$ cat config.mk
export PLATFORM = sky130hd
export DESIGN_NAME = emu_quiesce_ctrl
export DESIGN_NICKNAME = d
export VERILOG_FILES = /design/src/rtl/qc_pkg.sv /design/src/rtl/qc_ctl_reg.sv /design/src/rtl/qc_path_fsm.sv /design/src/rtl/emu_quiesce_ctrl.sv
export SDC_FILE = /design/constraint.sdc
export NUM_CORES = 1
export LEC_CHECK = 0
export BUFFER_PORTS_ARGS = -buffer_cell sky130_fd_sc_hd__buf_2
export CAP_MARGIN = 15
export CORE_MARGIN = 5
export CORE_UTILIZATION = 46
export DETAILED_ROUTE_END_ITERATION = 7
export GPL_TIMING_DRIVEN = 0
export HOLD_SLACK_MARGIN = 0.1
export PLACE_DENSITY = 0.81
export SLEW_MARGIN = 20
export SYNTH_ARGS = -nofsm -noshare
export SYNTH_HDL_FRONTEND = slang
export SYNTH_HIERARCHICAL = 1
export SYNTH_SLANG_ARGS = --single-unit
$ cat constraint.sdc
create_clock -name clk -period 1.6 [get_ports clk]
set_clock_uncertainty 0.1 [all_clocks]
set_input_delay 0.24 -clock clk [delete_from_list [all_inputs] [get_ports clk]]
set_output_delay 0.24 -clock clk [all_outputs]
set_load 0.005 [all_outputs]
$ cat src/rtl/qc_pkg.sv
package qc_pkg;
    localparam int CTL_W      = 2;
    localparam int FREE_BIT   = 0;
    localparam int SOFT_BIT   = 1;
    localparam int NUM_PATHS  = 3;
    localparam int P_DMA      = 0;
    localparam int P_TX       = 1;
    localparam int P_RX       = 2;

    typedef enum logic [1:0] {
        PS_RUN   = 2'd0,
        PS_DRAIN = 2'd1,
        PS_HELD  = 2'd2
    } path_st_e;
endpackage

$ cat src/rtl/qc_ctl_reg.sv
module qc_ctl_reg
    import qc_pkg::*;
#(
    parameter logic [CTL_W-1:0] RST_VAL = 2'b01
) (
    input  logic             clk,
    input  logic             rst_n,
    input  logic             we,
    input  logic [CTL_W-1:0] wdata,
    output logic [CTL_W-1:0] rdata,
    output logic             free_run
);
    logic [CTL_W-1:0] ctl_q;

    always_ff @(posedge clk or negedge rst_n) begin
        if (!rst_n)  ctl_q <= RST_VAL;
        else if (we) ctl_q <= wdata;
    end

    assign rdata    = ctl_q;
    assign free_run = ctl_q[FREE_BIT];


    reg_load_chk: assert property (@(posedge clk) disable iff (!rst_n)
        we |=> rdata == $past(wdata));
endmodule

$ cat src/rtl/qc_path_fsm.sv
module qc_path_fsm
    import qc_pkg::*;
(
    input  logic     clk,
    input  logic     rst_n,
    input  logic     halt,
    input  logic     busy,
    output path_st_e st,
    output logic     open_o,
    output logic     held_o
);
    path_st_e st_q, st_d;

    always_comb begin
        st_d = st_q;
        unique case (st_q)
            PS_RUN:   if (halt) st_d = busy ? PS_DRAIN : PS_HELD;
            PS_DRAIN: if (!halt) st_d = PS_RUN;
                      else if (!busy) st_d = PS_HELD;
            PS_HELD:  if (!halt) st_d = PS_RUN;
                      else if (busy) st_d = PS_DRAIN;
            default:  st_d = PS_RUN;
        endcase
    end

    always_ff @(posedge clk or negedge rst_n) begin
        if (!rst_n) st_q <= PS_RUN;
        else        st_q <= st_d;
    end

    always_comb begin
        open_o = 1'b0;
        held_o = 1'b0;
        unique case (st_q)
            PS_RUN:   open_o = 1'b1;
            PS_DRAIN: ;
            PS_HELD:  held_o = 1'b1;
            default:  open_o = 1'b1;
        endcase
    end

    assign st = st_q;


    drain_hold_chk: assert property (@(posedge clk) disable iff (!rst_n)
        (st_q == PS_DRAIN && halt && busy) |=> st_q == PS_DRAIN);


    drain_done_chk: assert property (@(posedge clk) disable iff (!rst_n)
        (st_q == PS_DRAIN && halt && !busy) |=> held_o);


    reopen_chk: assert property (@(posedge clk) disable iff (!rst_n)
        !halt |=> open_o);
endmodule

$ cat src/rtl/emu_quiesce_ctrl.sv
module emu_quiesce_ctrl
    import qc_pkg::*;
(
    input  logic       clk,
    input  logic       rst_n,
    input  logic       ctl_we,
    input  logic [1:0] ctl_wdata,
    output logic [1:0] ctl_rdata,
    input  logic       suspend_in,
    input  logic       dma_busy,
    input  logic       tx_busy,
    input  logic       rx_busy,
    input  logic       rx_buf_full,
    output logic       dma_start_ok,
    output logic       tx_start_ok,
    output logic       irq_new_ok,
    output logic       rx_accept,
    output logic       rx_retry,
    output logic       quiesced
);
    logic                 free_run;
    logic                 halt;
    logic                 halt_q;
    logic [NUM_PATHS-1:0] busy_v;
    logic [NUM_PATHS-1:0] open_v;
    logic [NUM_PATHS-1:0] held_v;
    path_st_e             st_v [NUM_PATHS];

    qc_ctl_reg u_ctl (
        .clk      (clk),
        .rst_n    (rst_n),
        .we       (ctl_we),
        .wdata    (ctl_wdata),
        .rdata    (ctl_rdata),
        .free_run (free_run)
    );

    // Hard stop is unsupported: SOFT=0 and SOFT=1 both give the graceful stop.
    assign halt = suspend_in & ~free_run;

    always_ff @(posedge clk or negedge rst_n) begin
        if (!rst_n) halt_q <= 1'b0;
        else        halt_q <= halt;
    end

    assign busy_v[P_DMA] = dma_busy;
    assign busy_v[P_TX]  = tx_busy;
    assign busy_v[P_RX]  = rx_busy;

    for (genvar i = 0; i < NUM_PATHS; i++) begin : g_path
        qc_path_fsm u_fsm (
            .clk    (clk),
            .rst_n  (rst_n),
            .halt   (halt),
            .busy   (busy_v[i]),
            .st     (st_v[i]),
            .open_o (open_v[i]),
            .held_o (held_v[i])
        );
    end

    assign dma_start_ok = open_v[P_DMA];
    assign tx_start_ok  = open_v[P_TX];
    assign irq_new_ok   = ~halt_q;
    assign rx_retry     = halt_q & rx_buf_full;
    assign rx_accept    = ~rx_retry;
    assign quiesced     = &held_v;


    gate_closed_chk: assert property (@(posedge clk) disable iff (!rst_n)
        halt_q |-> (!dma_start_ok && !tx_start_ok && !irq_new_ok));


    retry_excl_chk: assert property (@(posedge clk) disable iff (!rst_n)
        rx_retry |-> (!rx_accept && rx_buf_full && halt_q));


    free_open_chk: assert property (@(posedge clk) disable iff (!rst_n)
        free_run |=> (dma_start_ok && tx_start_ok && irq_new_ok && !quiesced));


    quiesced_halt_chk: assert property (@(posedge clk) disable iff (!rst_n)
        quiesced |-> (halt_q && st_v[P_RX] == PS_HELD));
endmodule

After elaboration in Yosys (flattened, before gate mapping)
Cells that the tools add are included.
W data, S select, Z words.
- word-level logic and storage cells: 60
- output and inout port bits: 8
- register bits: 9
- reduce and logical (&&, ||, !) cells: 9
- muxes and demuxes: 26
- bitwise operators: 5
- equal/unequal tests: 15
- operators by type and width (kind ; number):
    $mux W2 ; 18
    $ne A3 B3 Y1 const B ; 6
    $pmux W2 S3 ; 3
    $reduce_and A3 Y1 ; 4
    $eq A2 B1 Y1 const B ; 3
    $eq A2 B2 Y1 const B ; 3
    $logic_not A2 Y1 ; 3
    $mux W1 ; 5
    $ne A2 B2 Y1 const B ; 2
    $reduce_or A2 Y1 ; 2
    $not A1 Y1 ; 3
    $and A1 B1 Y1 ; 2
    $ne A2 B1 Y1 const B ; 1

Longest topological paths before layout
- word-level depth: 4
- depth in mapped cells: 5

By module
Netlist, hierarchy kept.
- modules (own cells, without submodules) (module ; cells an instance ; area each (sq um) ; sequential area each (sq um) ; times used):
    qc_path_fsm ; 19 ; 188.9 ; 50.0 ; 3
    qc_ctl_reg ; 5 ; 81.3 ; 51.3 ; 1
    emu_quiesce_ctrl ; 6 ; 51.3 ; 25.0 ; 1

Least setup slack after synthesis
OpenSTA, ideal clock, no wires.
- kind: register to register
- from: reg u_ctl.ctl_q[0], in the netlist u_ctl/rdata[0]
- to: reg g_path[0].u_fsm.st_q[0]
- cell stages (with the launch flop): 4
- data required time: 1.372 ns
- buffers on the path: 0
- clock period less this slack: 1.305 ns
- slack: 0.295 ns
- arrival: 1.077 ns
- setup time: 0.128 ns
- cells stage by stage: dfstp_2 nor2b_1 o21a_2 o22ai_2
- longest elaborated chain between the ends: 4
- elaborated cells on any way between the ends: 9
- those cells by class: eq/ne: 3; mux: 3; bitwise: 2; reduce/logical: 1
- RTL lines (element ; RTL line ; source):
    from (decl) ; qc_ctl_reg.sv:13 ; logic [CTL_W-1:0] ctl_q;
    from (signal assigned) ; qc_ctl_reg.sv:17 ; else if (we) ctl_q <= wdata;
    $not A1 Y1 (*) ; emu_quiesce_ctrl.sv:39 ; assign halt = suspend_in & ~free_run;
    $and A1 B1 Y1 (*) ; emu_quiesce_ctrl.sv:39 ;
    via halt ; emu_quiesce_ctrl.sv:22 ; logic halt;
    $ne A3 B3 Y1 (no source line), or another cell as far along ; - ;
    $reduce_and A3 Y1 (no source line) or $pmux W2 S3 (tied branches) ; - ;
    to (signal assigned) ; qc_path_fsm.sv:28 ; else st_q <= st_d;
    to (decl) ; qc_path_fsm.sv:12 ; path_st_e st_q, st_d;
Mark *: on every way through the listed nets, which the timed path passes. The rest lies on a longest branch.
A chain may end at the register's enable or synchronous reset.

Worst setup path after layout
- from: reg g_path[0].u_fsm.st_q[0]
- to: out quiesced
- longest elaborated chain between the ends: 3
- RTL lines (element ; RTL line ; source):
    $eq A2 B2 Y1 ; qc_path_fsm.sv:34 ; unique case (st_q)
    $mux W1 ; qc_path_fsm.sv:34 ;
    via held_v[0] ; emu_quiesce_ctrl.sv:26 ; logic [NUM_PATHS-1:0] held_v;
    $reduce_and A3 Y1 ; emu_quiesce_ctrl.sv:67 ; assign quiesced = &held_v;
    to (decl) ; emu_quiesce_ctrl.sv:19 ; output logic quiesced
The timed path passes the listed nets, and every way through them passes these cells.

==> impl_summary.md <==
Status
The run finished with clean final reports.

Die
During I/O placement, the number of pins put on the boundary was 18. The die span in x is 48.89 µm. The placement row count is 14. The floorplan step defined a die boundary enclosing 0.002390 mm². The die height is 48.89 µm. The core area is 0.001471 mm². The initial utilization of the core area, before any placement, comes to 0.4728.

Timing
The headroom to the max-slew limit is 0.6970. The total count of hold-check failures in the final report is 0. Of the available clock period, the critical path in the final layout requires 0.9690.

The worst path meets setup with 49.53 ps of slack. The maximum achievable frequency is 0.6450 GHz. The total setup violations reported at the end of the flow is 0. The number of max-slew violations in the final report was 0. Subtracting the final worst setup slack from the clock period gives 1550 ps.

At the pin with the least slew margin, the transition time is 452.4 ps.

GRT
For this run the aggregate overflow at the end of global routing stands at 0. The number of global-route vias before repair is 551. The initial antenna violation count is 0. Across every metal layer, demand over resource in global routing totals 0.1090. The first global-routing pass estimated 2111 µm of wire. The largest net degree at the start of global routing is 14.

CTS
The root buffer cell chosen for the clock tree is clkbuf_4. TritonCTS built the clock tree. Clock tree synthesis found a total of 9 sinks. At the later pin of the worst-skew pair, clock insertion delay measures 250 ps. The clock-pin slew reported for the worst setup and hold paths after clock tree synthesis is 60 ps. The total number of H-tree levels is 1. TritonCTS created 3 clock buffers.

The largest buffer count on any clock path is 2.

Critical path
The startpoint of the worst setup timing path is g_path[0].u_fsm/st[0]$_DFFE_PN0P_. The critical path goes through inv_1, ha_2, and3_1, buf_2. STA puts the critical path data required time at 1260 ps. The critical-path maximum fanout is 4. The kind of critical path is flip-flop to output pin. The worst setup path is captured at an output pin. The largest stage delay on the critical path is 410 ps. The setup slack of the most critical reg-to-reg path is 140 ps. The critical path's slowest cell is dfrtp_1.

For the worst setup path, the data arrival time is 1210 ps. The worst setup path is launched from a flip-flop. The worst register-to-register path begins at g_path[2].u_fsm/st[0]$_DFFE_PN0P_.

Synthesis
The synthesized netlist net count is 89. The mapped netlist covers 695.7 µm². A synthesized cell averages 10.38 µm². The instance count of the mapped netlist is 67. Yosys printed 6 warnings.

Final layout
Once layout is complete, the cells apart from fillers number 108. The repair_antennas step left the layout with diodes totalling 0. The final core utilization is 0.5910. The layout filler cell count is 136.

In the final layout, the share of cells above drive strength 1 is 0.4783. From synthesis to final layout, the design area changed by 25.00%. The number of nets in the final layout is 115.

Route
For this run, the detailed router's first-pass iteration total came to 4. The number of vias per cell is 5.093. The number of nets still failing antenna checks after routing is 0. The mean routed wirelength per cell is 12.13 µm. After detailed routing, the number of remaining DRC violations is 0. For this block, the via count after detailed routing is 550. The post-detailed-routing wire length is 1310 µm. The number of DRC markers after the initial detailed-route iteration is 10.

Pwr
The total power is 1.155 mW. In this run the static leakage power is 0.4292 nW. The worst voltage drop across the vdd grid is 0.0005254 V. In this run the power density over the cells is 1328 mW/mm².

Worst hold path
In this run the most critical hold path is launched from ctl_wdata[1]. The class of the tightest hold or removal check is input port to flip-flop.

Placement
Counting tap cells, the placed design contains a total of 100 instances. The final weighted congestion in routability-driven placement is 0.6733. The placed wire-length estimate is 1001 µm. In this run the tool buffered the top-level ports with 17 buffer cells. At the placement stage, the worst setup path has a slack of 44.80 ps.

Flow run
The reported max-cap violation count is 0.
==> per-stage QoR <==
step           instance area (µm²)  setup TNS, ps  hold slack, ps
2_1_floorplan                695.7              0          -155.6
3_3_place_gp                 800.8              0          -8.947
4_1_cts                      844.6              0           109.0
3_5_place_dp                 800.8              0          0.3919
6_report                     869.6              0           115.5
5_1_grt                      869.6         -11.18           107.3
==> power by group <==
group | total (mW) | switching, mW | leakage [nW] | internal, mW
clock network | 0.170 | 0.0747 | 0.0150 | 0.0958
registers | 0.379 | 0.0810 | 0.114 | 0.298
logic | 0.605 | 0.309 | 0.300 | 0.296
==> cell type report <==
| class | count | area (µm²) | area share |
|---|---|---|---|
| clock buffer | 4 | 26.28 | 0.03022 |
| sequential | 9 | 226.5 | 0.2604 |
| buffer | 1 | 7.507 | 0.008633 |
| timing repair buffer | 21 | 117.6 | 0.1353 |
| inverter | 9 | 33.78 | 0.03885 |
| multi-input combinational | 48 | 437.9 | 0.5036 |
| tap | 16 | 20.02 | 0.02302 |
==> worst max-delay path, delay by kind of cell, from the launching register on <==
kind / cells / cell delay [ps]
and+or+nand+nor: 1 / 150
buffers and inverters: 2 / 200
DFF: 1 / 410
adders and majority gates: 1 / 190
==> placed cells by master, fill, tap and decap left out, types with 2 or more instances in the layout <==
cell	count
buf_2	17
o21a_2	3
buf_4	4
dfrtp_1	8
o22ai_2	6
nand2b_1	3
ha_2	3
clkbuf_4	3
mux2_2	2
nor2_1	3
nor2b_4	3
inv_1	8
ha_1	9
o21ai_0	12
==> flip-flops by register name, indices dropped and copies added, names as in the netlist <==
name and count:
g_path.u_fsm/st 6, halt_q 1, u_ctl/rdata 2
==> per-layer routing <==
layer	track usage	wire, µm	vias up
li1	-	-	276
met1	0.1196	533	254
met2	0.1826	657	20
met3	0.03976	119	0
met4	0.05381	0	0
met5	0	0	-
==> path summary, 6_finish.rpt <==
| kind | to | cells after the start |
|---|---|---|
| min in group asynchronous | halt_q$_DFF_PN0_ | 2 |
| hold reg to reg | u_ctl/rdata[1]$_DFFE_PN0P_ | 1 |
| setup / recovery | quiesced | 4 |
| max in group asynchronous | u_ctl/rdata[0]$_DFFE_PN1P_ | 2 |
| hold / removal | u_ctl/rdata[1]$_DFFE_PN0P_ | 2 |
| setup reg to reg | g_path[2].u_fsm/st[0]$_DFFE_PN0P_ | 6 |
==> repair_timing <==
action	4_1_cts	5_1_grt
endpoints found under the hold margin	9	0
buffers inserted	1	2
resized for setup	0	5
endpoints found under the setup margin	1	7
hold buffers	1	0
No activity file was read; power rests on OpenSTA's default activity.
